<file path="config.mk">
export PLATFORM = sky130hd
export DESIGN_NAME = rs_pool
export DESIGN_NICKNAME = d
export VERILOG_FILES = /design/src/rtl/rs_pool.sv
export SDC_FILE = /design/constraint.sdc
export NUM_CORES = 1
export LEC_CHECK = 0
export BUFFER_PORTS_ARGS = -buffer_cell sky130_fd_sc_hd__buf_2
export CAP_MARGIN = 5
export CORE_MARGIN = 2
export CORE_UTILIZATION = 65
export CTS_CLUSTER_DIAMETER = 150
export CTS_CLUSTER_SIZE = 25
export DETAILED_ROUTE_END_ITERATION = 8
export PLACE_DENSITY = 0.85
export RECOVER_POWER = 25
export SKIP_LAST_GASP = 1
export SYNTH_ARGS = -nofsm -noshare
export SYNTH_HDL_FRONTEND = slang
export SYNTH_SLANG_ARGS = --single-unit
export TNS_END_PERCENT = 100
</file>
<file path="constraint.sdc">
create_clock -name clk -period 8.8 [get_ports clk]
set_clock_uncertainty 0.15 [all_clocks]
set_input_delay 0.44 -clock clk [delete_from_list [all_inputs] [get_ports clk]]
set_output_delay 0.44 -clock clk [all_outputs]
set_load 0.01 [all_outputs]
</file>
<file path="src/rtl/rs_pool.sv">
module rs_pool #(
  parameter int N  = 8,
  parameter int TW = 6,
  parameter int VW = 32,
  parameter int OW = 8
) (
  input  logic          clk,
  input  logic          rst_n,
  input  logic          alloc_valid,
  input  logic [OW-1:0] alloc_op,
  input  logic [TW-1:0] alloc_dst,
  input  logic [TW-1:0] alloc_a_tag,
  input  logic [VW-1:0] alloc_a_val,
  input  logic [TW-1:0] alloc_b_tag,
  input  logic [VW-1:0] alloc_b_val,
  input  logic [TW-1:0] alloc_c_tag,
  output logic          full,
  input  logic          bcast_valid,
  input  logic [TW-1:0] bcast_tag,
  input  logic [VW-1:0] bcast_val,
  output logic [N-1:0]  ent_ready,
  input  logic [N-1:0]  grant,
  output logic          iss_valid,
  output logic [OW-1:0] iss_op,
  output logic [TW-1:0] iss_dst,
  output logic [VW-1:0] iss_a,
  output logic [VW-1:0] iss_b
);
  localparam int IW = (N > 1) ? $clog2(N) : 1;

  logic [N-1:0]  occ, va, vb, vc;
  logic [OW-1:0] op_q  [N];
  logic [TW-1:0] dst_q [N];
  logic [TW-1:0] ta_q  [N];
  logic [TW-1:0] tb_q  [N];
  logic [TW-1:0] tc_q  [N];
  logic [VW-1:0] a_q   [N];
  logic [VW-1:0] b_q   [N];
  logic [IW-1:0] pick;
  logic [N-1:0]  fire;
  logic          wr;

  function automatic logic hit(input logic [TW-1:0] t);
    return bcast_valid && (t != '0) && (t == bcast_tag);
  endfunction

  assign full      = &occ;
  assign wr        = alloc_valid && !full;
  assign ent_ready = occ & va & vb & vc;
  assign fire      = grant & ent_ready;
  assign iss_valid = |fire;

  always_comb begin
    pick = '0;
    for (int i = N - 1; i >= 0; i--)
      if (!occ[i]) pick = IW'(i);
  end

  always_ff @(posedge clk) begin
    if (!rst_n) begin
      occ <= '0;
      va  <= '0;
      vb  <= '0;
      vc  <= '0;
    end else begin
      for (int i = 0; i < N; i++) begin
        if (wr && pick == IW'(i)) begin
          occ[i] <= 1'b1;
          va[i]  <= (alloc_a_tag == '0) || hit(alloc_a_tag);
          vb[i]  <= (alloc_b_tag == '0) || hit(alloc_b_tag);
          vc[i]  <= (alloc_c_tag == '0) || hit(alloc_c_tag);
        end else begin
          if (fire[i]) occ[i] <= 1'b0;
          if (occ[i] && hit(ta_q[i])) va[i] <= 1'b1;
          if (occ[i] && hit(tb_q[i])) vb[i] <= 1'b1;
          if (occ[i] && hit(tc_q[i])) vc[i] <= 1'b1;
        end
      end
    end
  end

  always_ff @(posedge clk) begin
    for (int i = 0; i < N; i++) begin
      if (wr && pick == IW'(i)) begin
        op_q[i]  <= alloc_op;
        dst_q[i] <= alloc_dst;
        ta_q[i]  <= alloc_a_tag;
        tb_q[i]  <= alloc_b_tag;
        tc_q[i]  <= alloc_c_tag;
        a_q[i]   <= (alloc_a_tag != '0 && hit(alloc_a_tag)) ? bcast_val : alloc_a_val;
        b_q[i]   <= (alloc_b_tag != '0 && hit(alloc_b_tag)) ? bcast_val : alloc_b_val;
      end else begin
        if (occ[i] && !va[i] && hit(ta_q[i])) a_q[i] <= bcast_val;
        if (occ[i] && !vb[i] && hit(tb_q[i])) b_q[i] <= bcast_val;
      end
    end
  end

  always_comb begin
    iss_op  = '0;
    iss_dst = '0;
    iss_a   = '0;
    iss_b   = '0;
    for (int i = 0; i < N; i++) begin
      if (fire[i]) begin
        iss_op  = iss_op  | op_q[i];
        iss_dst = iss_dst | dst_q[i];
        iss_a   = iss_a   | a_q[i];
        iss_b   = iss_b   | b_q[i];
      end
    end
  end
endmodule

</file>
Word level (Yosys, flattened, before mapping)

Memories as Yosys holds them, arrays and structs flattened.
Cells that the tools add are included.

Add/subtract/negate cells: 0
Multipliers: 0
Div/mod/pow operators: 0
Order comparisons: 0
Equality and inequality tests: 34
Shifts and indexed selects: 0
Muxes and demuxes: 291
Bitwise operators: 48
Reduce and logical (&&, ||, !) cells: 241

Operator list:

| operator             | count |
|---|---|
| $mux W32             | 34 |
| $or A32 B32 Y32      | 14 |
| $mux W6              | 36 |
| $reduce_or A6 Y1     | 28 |
| $mux W1              | 163 |
| $eq A6 B6 Y1         | 27 |
| $reduce_bool A6 Y1   | 27 |
| $mux W3              | 43 |
| $logic_and A1 B1 Y1  | 121 |
| $mux W8              | 15 |
| $reduce_bool A2 Y1   | 32 |
| $reduce_or A8 Y1     | 8 |
| $or A8 B8 Y8         | 7 |
| $or A6 B6 Y6         | 7 |
| $and A8 B8 Y8        | 4 |
| $logic_not A6 Y1     | 3 |
| $logic_not A1 Y1     | 17 |
| $or A1 B1 Y1         | 16 |
| $eq A3 B3 Y1 const B | 4 |
| $reduce_and A8 Y1    | 1 |
| $eq A3 B2 Y1 const B | 2 |
| $eq A3 B1 Y1 const B | 1 |
| $logic_not A3 Y1     | 1 |
| $logic_or A1 B1 Y1   | 3 |

Register bits after elaboration: 32
Latch bits: 0
Memory bits (writable): 768
Memory bits (read-only): 0
Bits of input ports: 146
Output and inout port bits: 88
Memories: 7

Memory list:

| name            | words | width | read ports | clocked after memory_dff | write ports | line | source |
|---|---|---|---|---|---|---|---|
| a_q             | 8     | 32    | 8          | 0                        | 8           | 37   | `logic [VW-1:0] a_q [N];` |
| b_q             | 8     | 32    | 8          | 0                        | 8           | 38   | `logic [VW-1:0] b_q [N];` |
| op_q            | 8     | 8     | 8          | 0                        | 1           | 32   | `logic [OW-1:0] op_q [N];` |
| dst_q           | 8     | 6     | 8          | 0                        | 1           | 33   | `logic [TW-1:0] dst_q [N];` |
| ta_q            | 8     | 6     | 8          | 0                        | 1           | 34   | `logic [TW-1:0] ta_q [N];` |
| tb_q            | 8     | 6     | 8          | 0                        | 1           | 35   | `logic [TW-1:0] tb_q [N];` |
| 1 more memories | --    | --    | --         | --                       | --          | --   |  |

Logic depth before layout (Yosys ltp)

Word-level depth: 20
Gate-level depth with buffers: 10
Mapped depth without buffers: 6

Worst setup path before layout

Ideal clock, no wire load.

Path kind: in2reg
From: input bcast_tag[3]
To: memory a_q[0][0], enable pin
Arrival: 3.755 ns
Path slack: 4.429 ns
Stages: 5
Buffers on the path: 1
Path through: buf_2 > xnor2_1 > o311ai_1 > or4_1 > o21ai_0

RTL lines:

| item            | line | source |
|---|---|---|
| start, declared | 19   | `input logic [TW-1:0] bcast_tag,` |
| end, declared   | 37   |  |

Worst setup path in the final report

From: register va[1]
To: output iss_a[21]

Longest elaborated chain between the ends: 17

RTL lines:

| item                            | line | source |
|---|---|---|
| start, declared                 | 31   | `logic [N-1:0] occ, va, vb, vc;` |
| start signal, assigned by index | 69   | `va[i] <= (alloc_a_tag == '0) \|\| hit(alloc_a_tag);` |
| $and A8 B8 Y8 (*) (3 in series) | 49   | `assign ent_ready = occ & va & vb & vc;` |
| $and A8 B8 Y8 (*)               | 50   | `assign fire = grant & ent_ready;` |
| $mux W32 (*)                    | 105  | `if (fire[i]) begin` |
| $or A32 B32 Y32                 | 108  | `iss_a = iss_a \| a_q[i];` |
| $mux W32 (*)                    | 105  |  |
| $or A32 B32 Y32                 | 108  |  |
| $mux W32 (*)                    | 105  |  |
| $or A32 B32 Y32                 | 108  |  |
| $mux W32 (*)                    | 105  |  |
| $or A32 B32 Y32                 | 108  |  |
| $mux W32 (*)                    | 105  |  |
| $or A32 B32 Y32                 | 108  |  |
| $mux W32 (*)                    | 105  |  |
| $or A32 B32 Y32                 | 108  |  |
| $mux W32 (*)                    | 105  |  |
| end, declared                   | 26   | `output logic [VW-1:0] iss_a,` |

Mark *: on every way between the ends. The rest lies on a longest branch, timed or not.

==> flow_summary.ini <==
[clock_tree]
cts_buffers = 37
htree_levels = 2
clk_pin_slew_ps = 100
cts_tree = done
clk_latency_ps = 620
post_cts_buffers = 0
clock_sinks = 800
root_buffer = clkbuf_16
cts.path.max_buffers = 3

[worst_setup_path]
slowest_delay_ps = 2730
worstSetupPathType = flop to output pin
crit_buf_inv = 2
crit_family = simple AND/OR/NAND/NOR gates
path_max_fanout = 41
critPathCaptureType = output pin
cp.arrival_ps = 5800
path_cells = and4_1, and2_0, buf_4, a22oi_1, nand3_1, buf_2
cp.required_ps = 8210
critPathLaunchType = flop
crit_path_top_delay_cell = and2_0

[place]
dp_slack_ps = 4957
portBuffers = 233
place_congestion = 0.8552
dp_hpwl_um = 56840
placed_cells = 3224
dpl_cell_area_mm2 = 0.03848

[finish]
fill_cells = 3573
stdcell_count = 3306
mostFrequentLayoutCell = edfxtp_1
utilization_pct = 70.57
synthToLayoutAreaGrowth_pct = 7.848
stdcell_area_mm2 = 0.03956
drive_gt1_share_pct = 31.10
fin_nets = 2667
final_cell_mix = edfxtp_1, mux2_2, buf_2

[die]
die_width_um = 241.6
core_mm2 = 0.05606
row_count = 87
die_h_um = 241.6
io_pins = 234
start_util_pct = 65.44
dieArea_mm2 = 0.05836

[min_path]
hold_path.class = input pin to flop

[outcome]
failed_checks = capacitance limit, slew limit
status = finished, violations left

[synthesis]
syn_inst = 2370
ys.flop_type = edfxtp_1
synth.top_cell.area_share_pct = 62.86
synthesis.nets = 2516
synth_edf_count = 768
synth.largest_area_cell = edfxtp_1
ys_ff_latch = 800
async_flop_share_pct = 0
synthTopCellsByArea = edfxtp_1, mux2_2, a22oi_1
synth_cell_types = 56
avgSynthCellArea_um2 = 15.48
ys_seq_area_share_pct = 64.61
yosysWarnings = 0
syn_area_mm2 = 0.03669

[global_routing]
grt_use_total_pct = 33.75
antenna_found_initial = 19
grt_overflow_total = 0
grt_pass1_wl_um = 147100
grt_max_degree = 69
grt_pass1_vias = 23346

[pwr]
leakage_nw = 13.31
power.density_mw_per_mm2 = 166.5
vdd_drop_max_mv = 0.1621
power_mw = 6.585

[timing]
slew_viol_final = 294
fmax_ghz = 0.1564
setup_slack_ps = 2405
worst_slew_pin_slew_ps = 3803
post-route-period-util_pct = 72.67
fin_hold_ws_ps = 39.14
finalHoldViolCount = 0
setup_viol = 0
relSlewSlack_pct = -153.5
rsz0062_at_grt = no
min_period_ps = 6395
setup-tns-final_ps = 0

[detailed_routing]
routed_wl_um = 99720
antenna_left = 0
first_pass_iters = 5
drc_errors = 0
drt_iter0_drc = 3175
via_count = 23265
post_drt_wl_per_cell_um = 30.16
viasPerCell = 7.037

[job]
drv_cap = 9
-- worst reg2reg max path, cell delays in order, from the launching register on --
cell	delay [ps]
dfxtp_1	490
and4_1	350
and2_0	2730
o21ai_0	310
and2_1	320
-- layer usage --
layer / global-route usage, % / vias up / part of all wire, %
met4: 12.39 / 12 / 3.0
met1: 46.16 / 11818 / 37
met2: 55.29 / 1525 / 49
li1: - / 9713 / -
met3: 5.372 / 197 / 11
met5: 0 / - / 0.066
-- final timing paths --
check	startpoint	to	slack (ps)	depth (start not counted)
min reg2reg	vc[1]$_SDFFE_PN0P_	vc[1]$_SDFFE_PN0P_	370	2
min	alloc_valid	occ[0]$_SDFFE_PN0P_	40	3
max	va[1]$_SDFFE_PN0P_	iss_a[21]	2410	6
max reg2reg	va[1]$_SDFFE_PN0P_	occ[1]$_SDFFE_PN0P_	4370	4
-- cell families after synthesis --
kind of cell / count (synthesis) / share of synthesized area [%]
muxes: 512 / 16.02
xor gates and xnor gates: 154 / 3.677
buffers and inverters: 200 / 2.718
DFF: 800 / 64.61
AOI/OAI and AO/OA: 427 / 8.943
and+or+nand+nor: 277 / 4.028
-- repair_timing --
action / in CTS / in global routing
hold buffers: 14 / 0
hold endpoints to repair: 112 / 0
resized for setup: 0 / 0
setup endpoints to repair: 0 / 0
-- registers in the layout, summed over array words and instances (netlist names), 48 cells and up --
name	cells
tc_q	48
op_q	64
ta_q	48
b_q	256
tb_q	48
dst_q	48
a_q	256
-- cell type report --
cell class / instances / area (um2) / area share (%)
sequential: 800 / 23700 / 59.91
multi-input combinational: 1370 / 12230 / 30.92
timing repair buffer: 291 / 1570 / 3.969
clock buffer: 50 / 974.7 / 2.464
tap: 756 / 945.9 / 2.391
inverter: 21 / 78.83 / 0.1992
antenna: 16 / 40.04 / 0.1012
clock inverter: 2 / 17.52 / 0.04427
-- Yosys cell counts (3+ instances only) --
cell and instances:
mux2_1 35, nor3_1 28, o211a_1 4, and4_1 9, nand3b_1 5, inv_1 21
a22oi_1 160, buf_2 35, xor2_1 106, a21boi_0 3, o21ai_1 5, mux2_4 30
edfxtp_1 768, and2_1 12, a211oi_1 5, buf_4 14, nand4_1 6, buf_6 20
clkbuf_1 98, or4_1 8, xnor2_1 48, nor4_1 26, mux2_2 447, buf_1 12
nand2b_1 5, a21oi_1 27, o2111ai_1 7, a211o_1 4, a221oi_1 76, dfxtp_1 32
nand3_1 96, o21ai_0 37, or3_1 3, a22o_1 76, a21o_1 5, nor2_1 52
nand2_1 20
-- power by group --
group          switching [mW]  internal (mW)
logic                   0.243          0.168
registers              0.0202           4.23
clock network            1.14          0.786
Power figures use the tool's default switching activity.
